`config.mk`:
```
export PLATFORM = sky130hd
export DESIGN_NAME = rotc_seq
export DESIGN_NICKNAME = d
export VERILOG_FILES = /design/src/rtl/rcs_pkg.sv /design/src/rtl/rcs_funnel.sv /design/src/rtl/rcs_rot_step.sv /design/src/rtl/rcs_fsm.sv /design/src/rtl/rotc_seq.sv
export SDC_FILE = /design/constraint.sdc
export NUM_CORES = 1
export LEC_CHECK = 0
export BUFFER_PORTS_ARGS = -buffer_cell sky130_fd_sc_hd__buf_2
export CORE_MARGIN = 5
export CORE_UTILIZATION = 37
export CTS_BUF_LIST = sky130_fd_sc_hd__clkbuf_4 sky130_fd_sc_hd__clkbuf_8
export DETAILED_ROUTE_END_ITERATION = 16
export PLACE_DENSITY = 0.64
export SYNTH_ARGS = -nofsm -noshare
export SYNTH_HDL_FRONTEND = slang
export SYNTH_SLANG_ARGS = --single-unit
```
`constraint.sdc`:
```
create_clock -name clk -period 3.8 [get_ports clk]
set_input_delay 0.19 -clock clk [delete_from_list [all_inputs] [get_ports clk]]
set_output_delay 0.19 -clock clk [all_outputs]
set_load 0.005 [all_outputs]
```
`src/rtl/rcs_pkg.sv`:
```
`timescale 1ns/1ps
package rcs_pkg;

   typedef enum logic [2:0] {
      S_IDLE,
      S_PREP,
      S_LOOP,
      S_FIN,
      S_DONE
   } seq_state_t;

   // Operand width selected by the two-bit code, relative to the widest width.
   function automatic int width_of(input logic [1:0] code, input int max_w);
      case (code)
         2'b00:   return max_w / 4;
         2'b01:   return max_w / 2;
         default: return max_w;
      endcase
   endfunction

endpackage

```
`src/rtl/rcs_funnel.sv`:
```
`timescale 1ns/1ps
// Combinational right funnel: dout = vec >> amt, low MAX_W+1 bits.
module rcs_funnel #(
   parameter int MAX_W  = 32,
   parameter int FINE_W = 2,
   localparam int AW    = $clog2(MAX_W) + 1,
   localparam int VW    = 2 * MAX_W + 2
) (
   input  logic [VW-1:0]  vec,
   input  logic [AW-1:0]  amt,
   output logic [MAX_W:0] dout
);
   localparam int CS  = 1 << FINE_W;          // coarse step
   localparam int NCO = MAX_W / CS + 1;       // coarse positions
   localparam int S1W = MAX_W + CS;           // coarse stage output width
   localparam int PW  = S1W + NCO * CS;       // padded input width
   localparam int XW  = $clog2(PW);
   localparam int CW  = AW - FINE_W;

   logic [PW-1:0]  vpad;
   logic [CW-1:0]  crs;
   logic [S1W-1:0] c1;

   assign vpad = {{(PW - VW){1'b0}}, vec};
   assign crs  = amt[AW-1:FINE_W];

   // Coarse stage: crossbar over multiples of the coarse step.
   for (genvar i = 0; i < S1W; i++) begin : g_crs
      logic bsel;
      always_comb begin
         bsel = 1'b0;
         for (int k = 0; k < NCO; k++) begin
            if (crs == CW'(k)) bsel = vpad[XW'(i) + XW'(k * CS)];
         end
      end
      assign c1[i] = bsel;
   end

   if (FINE_W == 0) begin : g_flat
      assign dout = c1[MAX_W:0];
   end else begin : g_two
      localparam int FW = $clog2(S1W);
      logic [FINE_W-1:0] fin;
      assign fin = amt[FINE_W-1:0];
      // Fine stage: residual shift below one coarse step.
      for (genvar j = 0; j <= MAX_W; j++) begin : g_fin
         assign dout[j] = c1[FW'(j) + FW'(fin)];
      end
   end

endmodule

```
`src/rtl/rcs_rot_step.sv`:
```
`timescale 1ns/1ps
// One right rotation of the (w+1)-bit ring {carry, operand} by amt (1..w).
module rcs_rot_step #(
   parameter int MAX_W  = 32,
   parameter int FINE_W = 2,
   localparam int AW    = $clog2(MAX_W) + 1,
   localparam int VW    = 2 * MAX_W + 2
) (
   input  logic [AW-1:0]    wv,
   input  logic [MAX_W-1:0] x_in,
   input  logic             c_in,
   input  logic [AW-1:0]    amt,
   output logic [MAX_W-1:0] x_out,
   output logic             c_out
);
   logic [MAX_W:0] vmask;
   logic [MAX_W:0] ring;
   logic [MAX_W:0] rot;
   logic [VW-1:0]  vec;

   // Two back-to-back copies of the ring make a right shift act as a rotation.
   always_comb begin
      vmask = ~({(MAX_W + 1){1'b1}} << wv);
      ring  = ({1'b0, x_in} & vmask) | ((MAX_W + 1)'(c_in) << wv);
      vec   = VW'(ring) | (VW'(ring) << (wv + AW'(1)));
   end

   rcs_funnel #(
      .MAX_W (MAX_W),
      .FINE_W(FINE_W)
   ) i_funnel (
      .vec (vec),
      .amt (amt),
      .dout(rot)
   );

   assign x_out = rot[MAX_W-1:0] & ~({MAX_W{1'b1}} << wv);
   assign c_out = rot[wv];

endmodule

```
`src/rtl/rcs_fsm.sv`:
```
`timescale 1ns/1ps
module rcs_fsm
   import rcs_pkg::*;
#(
   parameter int MAX_W  = 32,
   parameter int LAT    = 9,
   localparam int CNT_W = $clog2(MAX_W),
   localparam int AW    = CNT_W + 1
) (
   input  logic             clk,
   input  logic             rst_n,
   input  logic             start,
   input  logic             rcl,
   input  logic [1:0]       wsel,
   input  logic [MAX_W-1:0] opnd,
   input  logic             cin,
   input  logic [CNT_W-1:0] cnt,
   input  logic [MAX_W-1:0] step_x,
   input  logic             step_c,
   output logic [AW-1:0]    step_wv,
   output logic [MAX_W-1:0] step_xin,
   output logic             step_cin,
   output logic [AW-1:0]    step_amt,
   output logic             busy,
   output logic             done,
   output logic [MAX_W-1:0] res,
   output logic             cout
);
   localparam int PAD = LAT - 2;
   localparam int PCW = (PAD > 1) ? $clog2(PAD) : 1;

   seq_state_t       st_q;
   logic [MAX_W-1:0] x_q;
   logic             cf_q;
   logic [CNT_W-1:0] cnt_q;
   logic [AW-1:0]    wv_q;
   logic [AW-1:0]    wv_in;
   logic             dir_q;
   logic [PCW-1:0]   pad_q;
   logic             over;

   assign wv_in = AW'(width_of(wsel, MAX_W));
   assign over  = {1'b0, cnt_q} > wv_q;

   // Reduction pass: against the direction by one; final: by the residual count.
   always_comb begin
      if (st_q == S_LOOP) begin
         step_amt = dir_q ? AW'(1) : wv_q;
      end else begin
         step_amt = dir_q ? (wv_q + AW'(1) - {1'b0, cnt_q}) : {1'b0, cnt_q};
      end
   end

   assign step_wv  = wv_q;
   assign step_xin = x_q;
   assign step_cin = cf_q;

   always_ff @(posedge clk or negedge rst_n) begin
      if (!rst_n) begin
         st_q  <= S_IDLE;
         x_q   <= '0;
         cf_q  <= 1'b0;
         cnt_q <= '0;
         wv_q  <= '0;
         dir_q <= 1'b0;
         pad_q <= '0;
      end else begin
         case (st_q)
            S_IDLE: begin
               if (start) begin
                  x_q   <= opnd & ~({MAX_W{1'b1}} << wv_in);
                  cf_q  <= cin;
                  cnt_q <= cnt;
                  wv_q  <= wv_in;
                  dir_q <= rcl;
                  pad_q <= PCW'(PAD - 1);
                  st_q  <= S_PREP;
               end
            end
            S_PREP: begin
               if (pad_q == '0) st_q <= S_LOOP;
               else             pad_q <= pad_q - PCW'(1);
            end
            S_LOOP: begin
               if (over) begin
                  x_q   <= step_x;
                  cf_q  <= step_c;
                  cnt_q <= cnt_q - CNT_W'(wv_q);
               end else begin
                  st_q <= S_FIN;
               end
            end
            S_FIN: begin
               if (cnt_q != '0) begin
                  x_q  <= step_x;
                  cf_q <= step_c;
               end
               st_q <= S_DONE;
            end
            S_DONE:  st_q <= S_IDLE;
            default: st_q <= S_IDLE;
         endcase
      end
   end

   assign busy = (st_q != S_IDLE);
   assign done = (st_q == S_DONE);
   assign res  = x_q;
   assign cout = cf_q;

endmodule

```
`src/rtl/rotc_seq.sv`:
```
`timescale 1ns/1ps
module rotc_seq #(
   parameter int MAX_W    = 32,
   parameter int CNT_IN_W = 8,
   parameter int FINE_W   = 2,
   parameter int LAT      = 9
) (
   input  logic                clk,
   input  logic                rst_n,
   input  logic                start,
   input  logic                rcl,
   input  logic [1:0]          wsel,
   input  logic [MAX_W-1:0]    opnd,
   input  logic                cin,
   input  logic [CNT_IN_W-1:0] cnt_in,
   output logic                busy,
   output logic                done,
   output logic [MAX_W-1:0]    res,
   output logic                cout
);
   localparam int CNT_W = $clog2(MAX_W);
   localparam int AW    = CNT_W + 1;

   if (MAX_W < 8 || (1 << CNT_W) != MAX_W) begin : g_bad_width
      $error("MAX_W must be a power of two no smaller than 8");
   end
   if (CNT_IN_W <= CNT_W) begin : g_bad_cnt
      $error("CNT_IN_W must exceed the masked count width");
   end
   if (LAT < 3) begin : g_bad_lat
      $error("LAT must be at least 3");
   end
   if (FINE_W < 0 || (1 << FINE_W) > MAX_W) begin : g_bad_fine
      $error("FINE_W out of range");
   end

   logic [AW-1:0]    step_wv;
   logic [AW-1:0]    step_amt;
   logic [MAX_W-1:0] step_xin;
   logic [MAX_W-1:0] step_x;
   logic             step_cin;
   logic             step_c;
   logic             cnt_hi_unused;

   assign cnt_hi_unused = ^cnt_in[CNT_IN_W-1:CNT_W];

   rcs_fsm #(
      .MAX_W(MAX_W),
      .LAT  (LAT)
   ) i_fsm (
      .clk     (clk),
      .rst_n   (rst_n),
      .start   (start),
      .rcl     (rcl),
      .wsel    (wsel),
      .opnd    (opnd),
      .cin     (cin),
      .cnt     (cnt_in[CNT_W-1:0]),
      .step_x  (step_x),
      .step_c  (step_c),
      .step_wv (step_wv),
      .step_xin(step_xin),
      .step_cin(step_cin),
      .step_amt(step_amt),
      .busy    (busy),
      .done    (done),
      .res     (res),
      .cout    (cout)
   );

   rcs_rot_step #(
      .MAX_W (MAX_W),
      .FINE_W(FINE_W)
   ) i_step (
      .wv   (step_wv),
      .x_in (step_xin),
      .c_in (step_cin),
      .amt  (step_amt),
      .x_out(step_x),
      .c_out(step_c)
   );

endmodule

```
======== After elaboration in Yosys (flattened, before gate mapping) ========
Index checks and enable logic that the tools add are counted.
word-level totals
  output and inout bits ................... 35
  word-level logic and storage cells ...... 538
  register bits ........................... 51
operators by class
  $lt $le $gt $ge ......................... 35
  muxes and demuxes ....................... 414
  $add $sub $neg .......................... 36
  shifts and indexed selects .............. 5
  bitwise operators ....................... 8
  reductions and logical operators ........ 14
  equal/unequal tests ..................... 19
operators by type and width
  operator                                            count
  2-to-1 mux 1 bit                                    361
  binary-select mux 1 bit (select 6 bit)              33
  < comparator 6 x 7 -> 1 bit, second input constant  18
  adder 5 x 2 -> 6 bit, first input constant          16
  2-to-1 mux 32 bit                                   3
  case mux 32 bit (3 select lines)                    1
  bitwise AND 32 bit                                  2
  inverter 32 bit                                     2
  OR 33 x 64 -> 64 bit                                1
  << shifter 32 x 6 -> 32 bit, first input constant   2
  << shifter 33 x 6 -> 64 bit                         1
  < comparator 5 x 7 -> 1 bit, second input constant  8
  adder 4 x 2 -> 5 bit, first input constant          8
  bitwise AND 32 x 33 -> 33 bit                       1
  inverter 33 bit                                     1
  OR 33 bit                                           1
  << shifter 1 x 6 -> 33 bit                          1
  << shifter 33 x 6 -> 33 bit, first input constant   1
  < comparator 4 x 7 -> 1 bit, second input constant  4
  < comparator 3 x 7 -> 1 bit, second input constant  3
  2-to-1 mux 6 bit                                    3
  adder 3 x 2 -> 4 bit, first input constant          4
  == test 4 x 3 -> 1 bit, second input constant       4
  2-to-1 mux 3 bit                                    5
  other kinds (34)                                    47

======== Logic depth before layout (Yosys ltp) ========
Gate-level depths: netlist (run 1).
  depth after elaboration ................. 21
  depth in mapped cells ................... 16
  mapped depth without buffers ............ 12

======== Hierarchy ========
A second synthesis (run 1) with hierarchy kept.
second synthesis, totals
  cell total of the unflattened synthesis .. 1674
  area total of the unflattened synthesis .. 12575.8 µm²
by module, submodules not included
  module        area an instance (µm²)  cells an instance  times used  seq. area each (µm²)
  rcs_rot_step  5093.6                  721                1           0.0
  rcs_funnel    4212.8                  621                1           0.0
  rcs_fsm       3269.4                  332                1           1201.2

======== Worst setup path before layout (run 1) ========
Ideal clock, no wire load.
  path type ............................... flip-flop to flip-flop
  start ................................... reg i_fsm.st_q[0]
  end ..................................... reg i_fsm.x_q[23], in the netlist i_fsm.res[23]
  arrival ................................. 3.507 ns
  clock period less this slack ............ 3.589 ns
  slack ................................... 0.211 ns
  stages on the path, launching flop included .. 15
  library setup time ...................... 0.082 ns
  path buffers ............................ 5
  cell sequence ........................... dfrtp_1 or3b_1 buf_2 nand2_1 xnor2_1 clkinv_1 clkbuf_1 buf_1 ha_1 clkbuf_1 inv_1 clkbuf_1 nor2_1 or4_1 a31oi_1
between the ends
  word-level cells in the longest chain between the ends .. 17
  elaborated cells between the ends (all ways) .. 349
  those cells by class .................... add/sub: 1; eq/ne: 13; mux: 330; bitwise: 1; reduce/logical: 4
RTL lines
  what                                    RTL line                      RTL
  from (decl)                             rcs_fsm.sv:32                 seq_state_t st_q;
  from (signal assigned)                  rcs_fsm.sv:60                 st_q <= S_IDLE;
  from (signal assigned)                  rcs_fsm.sv:77                 st_q <= S_PREP;
  from (signal assigned)                  rcs_fsm.sv:81                 if (pad_q == '0) st_q <= S_LOOP;
  == test 3 x 2 -> 1 bit                  rcs_fsm.sv:47, rcs_fsm.sv:68
  2-to-1 mux 6 bit                        rcs_fsm.sv:47                 if (st_q == S_LOOP) begin
  logical NOT 4 bit                       rcs_funnel.sv:33              if (crs == CW'(k)) bsel = vpad[XW'(i) + XW'(k * CS)];
  2-to-1 mux 1 bit (9 in series)          rcs_funnel.sv:33
  binary-select mux 1 bit (select 6 bit)  rcs_funnel.sv:47              assign dout[j] = c1[FW'(j) + FW'(fin)];
  2-to-1 mux 1 bit (implied by the code)  rcs_funnel.sv:47
  bitwise AND 32 bit                      rcs_rot_step.sv:37            assign x_out = rot[MAX_W-1:0] & ~({MAX_W{1'b1}} << wv);
  2-to-1 mux 32 bit (on tied branches)    rcs_fsm.sv:94, rcs_fsm.sv:85
  case mux 32 bit (3 select lines)        rcs_fsm.sv:68                 case (st_q)
  to (signal assigned)                    rcs_fsm.sv:71                 x_q <= opnd & ~({MAX_W{1'b1}} << wv_in);
  to (signal assigned)                    rcs_fsm.sv:86                 x_q <= step_x;
  to (signal assigned)                    rcs_fsm.sv:95                 x_q <= step_x;
  to (decl)                               rcs_fsm.sv:33                 logic [MAX_W-1:0] x_q;
Several ways; a longest one is shown, not always the timed one. The select of a mux whose other input is x is not followed.
A chain may end at the register's enable or synchronous reset.

======== Worst setup path after layout (run 1) ========
  start ................................... reg i_fsm.cnt_q[3]
  end ..................................... reg i_fsm.x_q[1], in the netlist i_fsm.res[1]
between the ends
  word-level cells in the longest chain between the ends .. 18
  elaborated cells between the ends (all ways) .. 347
  those cells by class .................... add/sub: 1; order compare: 1; eq/ne: 10; mux: 331; bitwise: 1; reduce/logical: 3
RTL lines
  what                                    RTL line                      RTL
  from (decl)                             rcs_fsm.sv:35                 logic [CNT_W-1:0] cnt_q;
  from (signal assigned)                  rcs_fsm.sv:73                 cnt_q <= cnt;
  from (signal assigned)                  rcs_fsm.sv:88                 cnt_q <= cnt_q - CNT_W'(wv_q);
  subtractor 6 x 5 -> 6 bit               rcs_fsm.sv:50                 step_amt = dir_q ? (wv_q + AW'(1) - {1'b0, cnt_q}) : {1'b0, cnt_q};
  2-to-1 mux 6 bit                        rcs_fsm.sv:50
  2-to-1 mux 6 bit                        rcs_fsm.sv:47
  logical NOT 4 bit                       rcs_funnel.sv:33
  2-to-1 mux 1 bit (9 in series)          rcs_funnel.sv:33
  binary-select mux 1 bit (select 6 bit)  rcs_funnel.sv:47
  2-to-1 mux 1 bit (implied by the code)  rcs_funnel.sv:47
  bitwise AND 32 bit                      rcs_rot_step.sv:37
  2-to-1 mux 32 bit (on tied branches)    rcs_fsm.sv:94, rcs_fsm.sv:85
  case mux 32 bit (3 select lines)        rcs_fsm.sv:68
Several ways; a longest one is shown, not always the timed one. The select of a mux whose other input is x is not followed.

==> metrics.txt, run 1 <==
Placed Cells 1543; final std cells w/o fill 1559; initial antenna violation count 0; die width 159 um; Post-synth ARST share 100%; slowest stage delay, CP between 500 and 600 ps; Fill cells 2207; post-DP HPWL 34400 um; WP data required 4080 ps; Setup TNS 0 ps; Mapped Nets 1178; GPL Wtd Cong around 1.1; Seq/Total Area, Yosys 14.7%; FF+latch count, synth 48; Hold Path Class input port to register; Cells after Synth ~1100; worst setup margin 44.2 ps; Post-synth EDFFs 0; syn_area_per_cell 7.28 sq um; iteration count of the initial detailed-routing pass 6; Routed WL 45000 um; CP Class register to register; number of port buffers 78; commonest non-fill, non-tap cell in the layout buf_4; H-tree depth 2; Antenna Nets Post-Route 0; overall die area between 0.02 and 0.03 sq mm; most frequent cells in the layout 170 x buf_4, 88 x nand2_1, 86 x a21oi_1, 82 x nor2_1, 78 x buf_2; global route overflow 0; total track usage 35.3%; Rel. slew slack 31.9%; first-pass GRT wire length roughly 67000 um; Max Root-Sink Buffers 2; Synth cell types 93; reg-to-reg endpoint i_fsm.res[1]$_DFFE_PN0P_; via count about 11000; MaxCap Viol Count 0; NumNets Final roughly 1300; Hold Violations, Final 0; stages on the worst setup path 14; chip height between 150 and 200 um; ant diodes 0; Row Count 54; largest net degree at the start of global routing 57; min-delay src cnt_in[0]; CTS buffer count 5; WL/cell 28.8 um; CP Max Fanout 5; outcome complete, no violations; CP max-delay cell or3_4; Top FF cell, synth dfrtp_1; Critical Path Start i_fsm.cnt_q[3]$_DFFE_PN0P_; Sink Count 48; synthesized cell area 0.00817 sq mm; Worst setup EP type register; Warnings, synthesis 0; CTS tree done; fin. max-slew vios 0; WP data arrival 4030 ps; clock slew at reported path FFs 100 ps; vias per inst a little over 7; fin crit share 98.8%; share of cells above drive strength 1 29.2%; I/O pins 82; final core utilization 47.6%; Final Critical Period ~3800 ps; FMAX 0.266 GHz; worst-path cell chain inv_1 -> ha_4 -> nand3_1 -> nand3b_1 -> or3_4 -> a211oi_4 -> a221oi_1 -> a211oi_1 -> mux2i_1 -> buf_4 -> mux2i_1 -> a21oi_1 -> a21oi_1 -> buf_4; Setup crit end i_fsm.res[1]$_DFFE_PN0P_; vias in the first global route ~10000; core area 0.0218 sq mm; type of origin of the critical path register; R2R Setup Slk 40 ps; clock latency at the later pin of the worst-skew pair 340 ps; Place WS -119 ps; WP buf/inv 3; clock skew 14.4 ps; Final setup viols 0; reg2reg start i_fsm.cnt_q[3]$_DFFE_PN0P_; CP delay by family, top compound AO/OA/AOI/OAI gates; synthesis-to-layout area growth 26.9%; CTS Root Cell clkbuf_8; Worst-Margin Slew 1020 ps; DR iter-0 viols 1672; Starting Density between 30% and 40%; Remaining DRCs 0; worst r2r path cells 14
==> worst min-delay path by stage <==
stage                                 endpoint  cells past startpoint
global route        i_fsm.cnt_q[0]$_DFFE_PN0P_                      3
CTS                 i_fsm.cnt_q[0]$_DFFE_PN0P_                      3
finish              i_fsm.cnt_q[0]$_DFFE_PN0P_                      3
detailed placement    i_fsm.res[3]$_DFFE_PN0P_                      2
floorplan           i_fsm.cnt_q[0]$_DFFE_PN0P_                      0
global placement     i_fsm.res[15]$_DFFE_PN0P_                      2
==> metrics by stage <==
step                      hold slack [ps]  instance area [sq um]
after floorplan                      -106                   8170
after global placement                340                   9980
after detailed placement              345                   9980
after CTS                            35.3                  10200
after global routing                 40.1                  10400
final                                41.5                  10400
==> cell usage after synthesis (18+ instances only) <==
cell type	count	area [sq um]
a21oi_1	86	430
a221oi_1	22	193
a22o_1	20	175
a22oi_1	50	375
and3_1	20	125
buf_2	50	250
clkbuf_1	55	206
dfrtp_1	48	1200
inv_1	21	78.8
mux2_2	21	236
mux2i_1	52	521
nand2_1	89	334
nand3_1	33	165
nor2_1	82	308
nor3_1	30	150
o211ai_1	18	135
o21ai_0	72	360
o221ai_1	22	193
o22ai_1	43	269
==> routing by layer <==
| metal | vias up | global-route usage (%) | share of wire (%) |
|---|---|---|---|
| li1 | 4729 | - | - |
| met1 | 5292 | 47.0 | 39 |
| met2 | 944 | 51.8 | 41 |
| met3 | 194 | 11.3 | 13 |
| met4 | 0 | 16.3 | 6.3 |
| met5 | - | 0 | 0 |
==> flip-flops by register name, summed over array words and instances (netlist names) <==
signal	cells
i_fsm.res	32
i_fsm.st_q	3
i_fsm.dir_q	1
i_fsm.step_wv	3
i_fsm.cnt_q	5
i_fsm.cout	1
i_fsm.pad_q	3
==> tightest hold or removal path: stages <==
cell	delay, ps
buf_2	70
nand2_1	40
nand2_1	40
==> cells by family after synthesis <==
logic type      Yosys count  share of synthesized area [%]
xor+xnor                  4                          0.521
simple gates            339                           20.7
fa+ha+maj                10                           1.53
buf+inv                 143                           7.95
compound gates          494                           43.0
flops                    48                           14.7
mux                      83                           11.6
==> area by class of cell <==
class / instances / area [sq um] / area share (%)
flip-flops and latches: 48 / 1200 / 11.6
clock inverters: 3 / 46.3 / 0.447
inverters: 22 / 82.6 / 0.797
clock buffers: 5 / 68.8 / 0.664
repair buffers: 271 / 2070 / 20.0
multi-input cells: 930 / 6540 / 63.1
well taps: 280 / 350 / 3.38
==> repair_timing <==
action                                 in CTS  in global routing
setup buffers                               3                  4
setup endpoints to repair                   8                 26
endpoints found under the hold margin      48                  0
pin swaps                                   1                  5
hold buffers                                1                  0
resized for setup                           7                 30
Power of run 1 is not shown: default switching activity piles up to over one toggle a cycle in this logic, so the estimate is an artifact.
==> run 2, diff against run 1 <==
--- a/config.mk
+++ b/config.mk
@@ -6,10 +6,12 @@
 export NUM_CORES = 1
 export LEC_CHECK = 0
 export BUFFER_PORTS_ARGS = -buffer_cell sky130_fd_sc_hd__buf_2
+export CORE_ASPECT_RATIO = 1.75
 export CORE_MARGIN = 5
 export CORE_UTILIZATION = 37
 export CTS_BUF_LIST = sky130_fd_sc_hd__clkbuf_4 sky130_fd_sc_hd__clkbuf_8
 export DETAILED_ROUTE_END_ITERATION = 16
+export GPL_TIMING_DRIVEN = 0
 export PLACE_DENSITY = 0.64
 export SYNTH_ARGS = -nofsm -noshare
 export SYNTH_HDL_FRONTEND = slang
==> metrics.txt, run 2 (synthesized netlist as in run 1, its figures left out) <==
Final Hold Slack 29.8 ps (-11.7 ps); first-pass GRT wire length 81700 um (+22%); most used cell, CP buf_2; Max Root-Sink Buffers 2 (unchanged); Final Instance Area 0.0108 sq mm (+4.5%); via count 11700 (+4.8%); Sink Count 48 (unchanged); CTS tree done; worst setup margin -176 ps (-220 ps); global route overflow 0 (unchanged); CP max-delay cell mux4_2; FMAX 0.251 GHz (-5.5%); M2 GR Usage 72.0% (+20 points); clock skew 9.16 ps (-5.24 ps); WP data required 4010 ps (-70 ps); vias in the first global route 11400 (+9.4%); Critical Path Start i_fsm.step_wv[3]$_DFFE_PN0P_; fin. max-slew vios 0 (unchanged); Hold Violations, Final 0 (unchanged); slowest stage delay, CP 490 ps (-20 ps); core area 0.0219 sq mm (+0.62%); clock latency at the later pin of the worst-skew pair 340 ps (about the same); I/O pins 82 (unchanged); fin crit share 105% (+5.8 points); largest net degree at the start of global routing 49 (-14%); number of port buffers 78 (unchanged); iteration count of the initial detailed-routing pass 8 (+2); CP Max Fanout 10 (+5); Routed WL 57700 um (+28%); Starting Density 37.3% (-0.23 points); total track usage 45.2% (+9.9 points); R2R Setup Slk -180 ps (-220 ps); clock slew at reported path FFs 100 ps (about the same); Worst setup EP type register; RSZ-0062 raised after global routing yes; Antenna Nets Post-Route 0 (unchanged); NumNets Final 1330 (-0.37%); vias per inst 7.44 (+4.0%); chip height 207 um (+30%); DR iter-0 viols 1686 (+0.84%); Remaining DRCs 0 (unchanged); met1 Usage GRT 48.5% (+1.6 points); Largest register FFs 32 (unchanged); post-DP HPWL 44100 um (+28%); placed instance area 0.00894 sq mm (-11%); H-tree depth 2 (unchanged); reg2reg start i_fsm.step_wv[3]$_DFFE_PN0P_; Rel. slew slack 21.7% (-10 points); most frequent cells in the layout 97 x buf_2, 85 x nand2_1, 83 x a21oi_1, 81 x nor2_1, 76 x buf_4; CTS buffer count 5 (unchanged); MaxCap Viol Count 0 (unchanged); CP Class register to register; Hold Path Class input port to register; Final setup viols 8 (+8); share of cells above drive strength 1 33.4% (+4.2 points); grt peak-use layer met2; GPL Wtd Cong 1.08 (+2.2%); synthesis-to-layout area growth 32.7%; overall die area 0.0253 sq mm (+0.46%); initial antenna violation count 0 (unchanged); worst-path cell chain buf_2 -> buf_2 -> buf_2 -> clkbuf_4 -> nand2_1 -> o211ai_1 -> nand2_1 -> o32ai_2 -> a31oi_2 -> mux2_4 -> mux4_2 -> a311oi_2 -> o22ai_2; failing checks negative setup slack; WL/cell 36.7 um (+27%); Worst-Margin Slew 1180 ps (+157 ps); outcome complete, but fails checks; reg-to-reg endpoint i_fsm.cout$_DFFE_PN0P_; CTS Hold Bufs 0 (-1); die width 122 um (-23%); CTS Root Cell clkbuf_8; WP data arrival 4190 ps (+160 ps); Final Critical Period 3980 ps (+220 ps); Setup crit end i_fsm.cout$_DFFE_PN0P_; Row Count 72 (+33%); type of origin of the critical path register; commonest non-fill, non-tap cell in the layout buf_2; worst r2r path cells 13 (-1); met3 Use GR 10.8% (-0.52 points)
## run 2: cell types whose count changed in the layout (fill, tap and decap cells not counted), moves of 12 or more
| cell | change |
|---|---|
| a22oi_1 | -12 |
| a22oi_2 | +12 |
| buf_2 | +19 |
| buf_4 | -94 |
| buf_6 | +17 |
| clkbuf_1 | +22 |
| clkbuf_2 | +20 |
| clkbuf_4 | +19 |
## run 2: repair_timing
action,CTS,global route
gates cloned,0,1
setup buffers,34,33
endpoints found under the setup margin,33,33
pin swaps,23,36
resized for setup,170,127
## run 2: metrics by stage
step                      setup TNS [ps]  instances  worst slack, ps  util (%)
after floorplan                        0       1121              211         -
after global placement            -33150       1495            -1460      40.8
after detailed placement          -26010       1497            -1100      40.8
after CTS                          -33.6       1537            -29.4      45.9
after global routing                -601       1570             -100      49.5
final                               -443       1572             -176      49.5
## run 2: worst min path at each step
stage,from,end,slack (ps),depth (start not counted)
global route,cnt_in[0],i_fsm.cnt_q[0]$_DFFE_PN0P_,50,3
detailed placement,cnt_in[0],i_fsm.cnt_q[0]$_DFFE_PN0P_,390,3
floorplan,rst_n,i_fsm.cnt_q[0]$_DFFE_PN0P_,-110,0
finish,cnt_in[0],i_fsm.cnt_q[0]$_DFFE_PN0P_,30,3
global placement,cnt_in[0],i_fsm.cnt_q[0]$_DFFE_PN0P_,390,3
CTS,cnt_in[0],i_fsm.cnt_q[0]$_DFFE_PN0P_,40,3
## run 2: per-layer routing
| layer | wire (um) | part of all wire [%] |
|---|---|---|
| met5 | 0 | 0 |
| met4 | 7330 | 13 |
| met3 | 5730 | 9.9 |
| met2 | 26000 | 45 |
| met1 | 18600 | 32 |
## run 2: critical path, delay by kind of cell (launching register included)
family,cells,cell delay (ps)
buffers and inverters,4,1220
AOI/OAI and AO/OA,5,1090
muxes,2,840
DFF,1,430
and+or+nand+nor,2,250
## run 2: cell type report
type	count	area [sq um]
Buffer	118	798
Tap cell	296	370
Inverter	22	87.6
Antenna cell	2	5.00
Timing Repair Buffer	148	1030
Clock inverter	3	68.8
Fill cell	2207	11100
Clock buffer	5	68.8
Sequential cell	48	1210
Multi-Input combinational cell	930	7200
Power of run 2 is left out for the same reason.
==> run 3, diff against run 2 <==
--- a/config.mk
+++ b/config.mk
@@ -11,7 +11,6 @@
 export CORE_UTILIZATION = 37
 export CTS_BUF_LIST = sky130_fd_sc_hd__clkbuf_4 sky130_fd_sc_hd__clkbuf_8
 export DETAILED_ROUTE_END_ITERATION = 16
-export GPL_TIMING_DRIVEN = 0
 export PLACE_DENSITY = 0.64
 export SYNTH_ARGS = -nofsm -noshare
 export SYNTH_HDL_FRONTEND = slang
==> metrics.txt, run 3 (synthesized netlist as in run 1, its figures left out) <==
clock latency at the later pin of the worst-skew pair 360 ps (+20 ps); Final Critical Period 3700 ps (-272 ps); Hold Path Class input port to register; H-tree depth 2 (unchanged); Hold Path Depth 3 (unchanged); first-pass GRT wire length 70900 um (-13%); Rel. slew slack 43.0% (+21 points); ant diodes 0 (-2); fin crit share 97.5% (-7.2 points); type of origin of the critical path register; number of port buffers 78 (unchanged); vias per inst 6.94 (-6.8%); GPL Wtd Cong 1.03 (-4.6%); fin. max-slew vios 0 (unchanged); CTS buffer count 5 (unchanged); Placed Cells 1614 (+7.8%); WP data arrival 3950 ps (-240 ps); I/O pins 82 (unchanged); vias in the first global route 10900 (-4.2%); global route overflow 0 (unchanged); MaxCap Viol Count 0 (unchanged); commonest non-fill, non-tap cell in the layout buf_4; overall die area 0.0253 sq mm (unchanged); Worst setup EP type register; placed instance area 0.0105 sq mm (+17%); Starting Density 37.3% (unchanged); Place WS -449 ps (+647 ps); worst r2r path cells 16 (+3); FMAX 0.270 GHz (+7.4%); DR iter-0 viols 1467 (-13%); Hold Violations, Final 0 (unchanged); CTS tree done; share of cells above drive strength 1 32.6% (-0.85 points); Final setup viols 0 (-8); Worst-Margin Slew 847 ps (-328 ps); Largest register FFs 32 (unchanged); chip height 207 um (unchanged); outcome complete, no violations; clock slew at reported path FFs 120 ps (+20 ps); final std cells w/o fill 1637 (+4.1%); die width 122 um (unchanged); final core utilization 50.0% (+0.54 points); post-DP HPWL 38100 um (-14%); Antenna Nets Post-Route 0 (unchanged); WL/cell 29.8 um (-19%); Remaining DRCs 0 (unchanged); CTS Root Cell clkbuf_8; worst setup margin 96.2 ps (+272 ps); Max Root-Sink Buffers 2 (unchanged); via count 11400 (-3.0%); synthesis-to-layout area growth 34.1%; Final Instance Area 0.0110 sq mm (+1.1%); CP Class register to register; Routed WL 48800 um (-15%); most frequent cells in the layout 226 x buf_4, 89 x nand2_1, 86 x a21oi_1, 82 x nor2_1, 78 x buf_2; core area 0.0219 sq mm (unchanged); total track usage 37.9% (-7.3 points); initial antenna violation count 0 (unchanged); largest net degree at the start of global routing 57 (+16%); iteration count of the initial detailed-routing pass 6 (-2); CP Max Fanout 6 (-4); Row Count 72 (unchanged); WP data required 4050 ps (+40 ps); NumNets Final 1397 (+5.0%); clock skew 17.0 ps (+7.86 ps); Sink Count 48 (unchanged)
## run 3: final timing paths
kind                                             from                           end  slack, ps
max in group asynchronous                       rst_n  i_fsm.step_wv[5]$_DFFE_PN0P_       2780
min in group asynchronous                       rst_n     i_fsm.st_q[1]$_DFFE_PN0P_        490
min reg2reg                i_fsm.cnt_q[0]$_DFFE_PN0P_    i_fsm.cnt_q[0]$_DFFE_PN0P_        530
min                                         cnt_in[0]    i_fsm.cnt_q[0]$_DFFE_PN0P_         30
max                        i_fsm.cnt_q[3]$_DFFE_PN0P_      i_fsm.res[9]$_DFFE_PN0P_        100
max reg2reg                i_fsm.cnt_q[3]$_DFFE_PN0P_      i_fsm.res[9]$_DFFE_PN0P_        100
## run 3: critical path: stages, from the launching register on
cell and delay [ps]:
dfrtp_1 390, inv_1 120, ha_4 250, xnor2_2 160
buf_4 160, a2111oi_4 340, buf_4 180, o211ai_1 90
buf_4 170, buf_4 150, o22ai_1 140, a22oi_1 130
o221ai_1 260, a32oi_1 250, mux2i_1 400, a31oi_1 130
a21oi_1 260
## run 3: cell type report
class | instances | area (sq um)
Fill cell | 2201 | 10900
Multi-Input combinational cell | 930 | 6550
Timing Repair Buffer | 333 | 2650
Sequential cell | 48 | 1210
Tap cell | 296 | 370
Inverter | 22 | 82.6
Clock buffer | 5 | 68.8
Clock inverter | 3 | 25.0
## run 3: repair_timing
item	in CTS	in global routing
buffers inserted	3	9
cloned	0	2
endpoints found under the setup margin	15	21
pin swaps	2	13
resized for setup	14	24
endpoints found under the hold margin	27	0
hold buffers	1	0
## run 3: through the flow
stage / hold slack (ps) / setup TNS [ps]
2_1_floorplan: -106 / 0
3_3_place_gp: 347 / -832
3_5_place_dp: 357 / -1220
4_1_cts: 30.9 / -83.2
5_1_grt: 40.2 / -12.8
6_report: 27.7 / 0
## run 3: per-layer routing
metal  vias to the layer above  part of all wire [%]  track usage [%]
met5                         -                     0                0
met4                         0                   9.7             28.0
met3                       263                   8.7             5.42
met2                       818                    46             62.3
met1                      5424                    35             44.2
li1                       4848                     -                -
Power of run 3 is left out for the same reason.
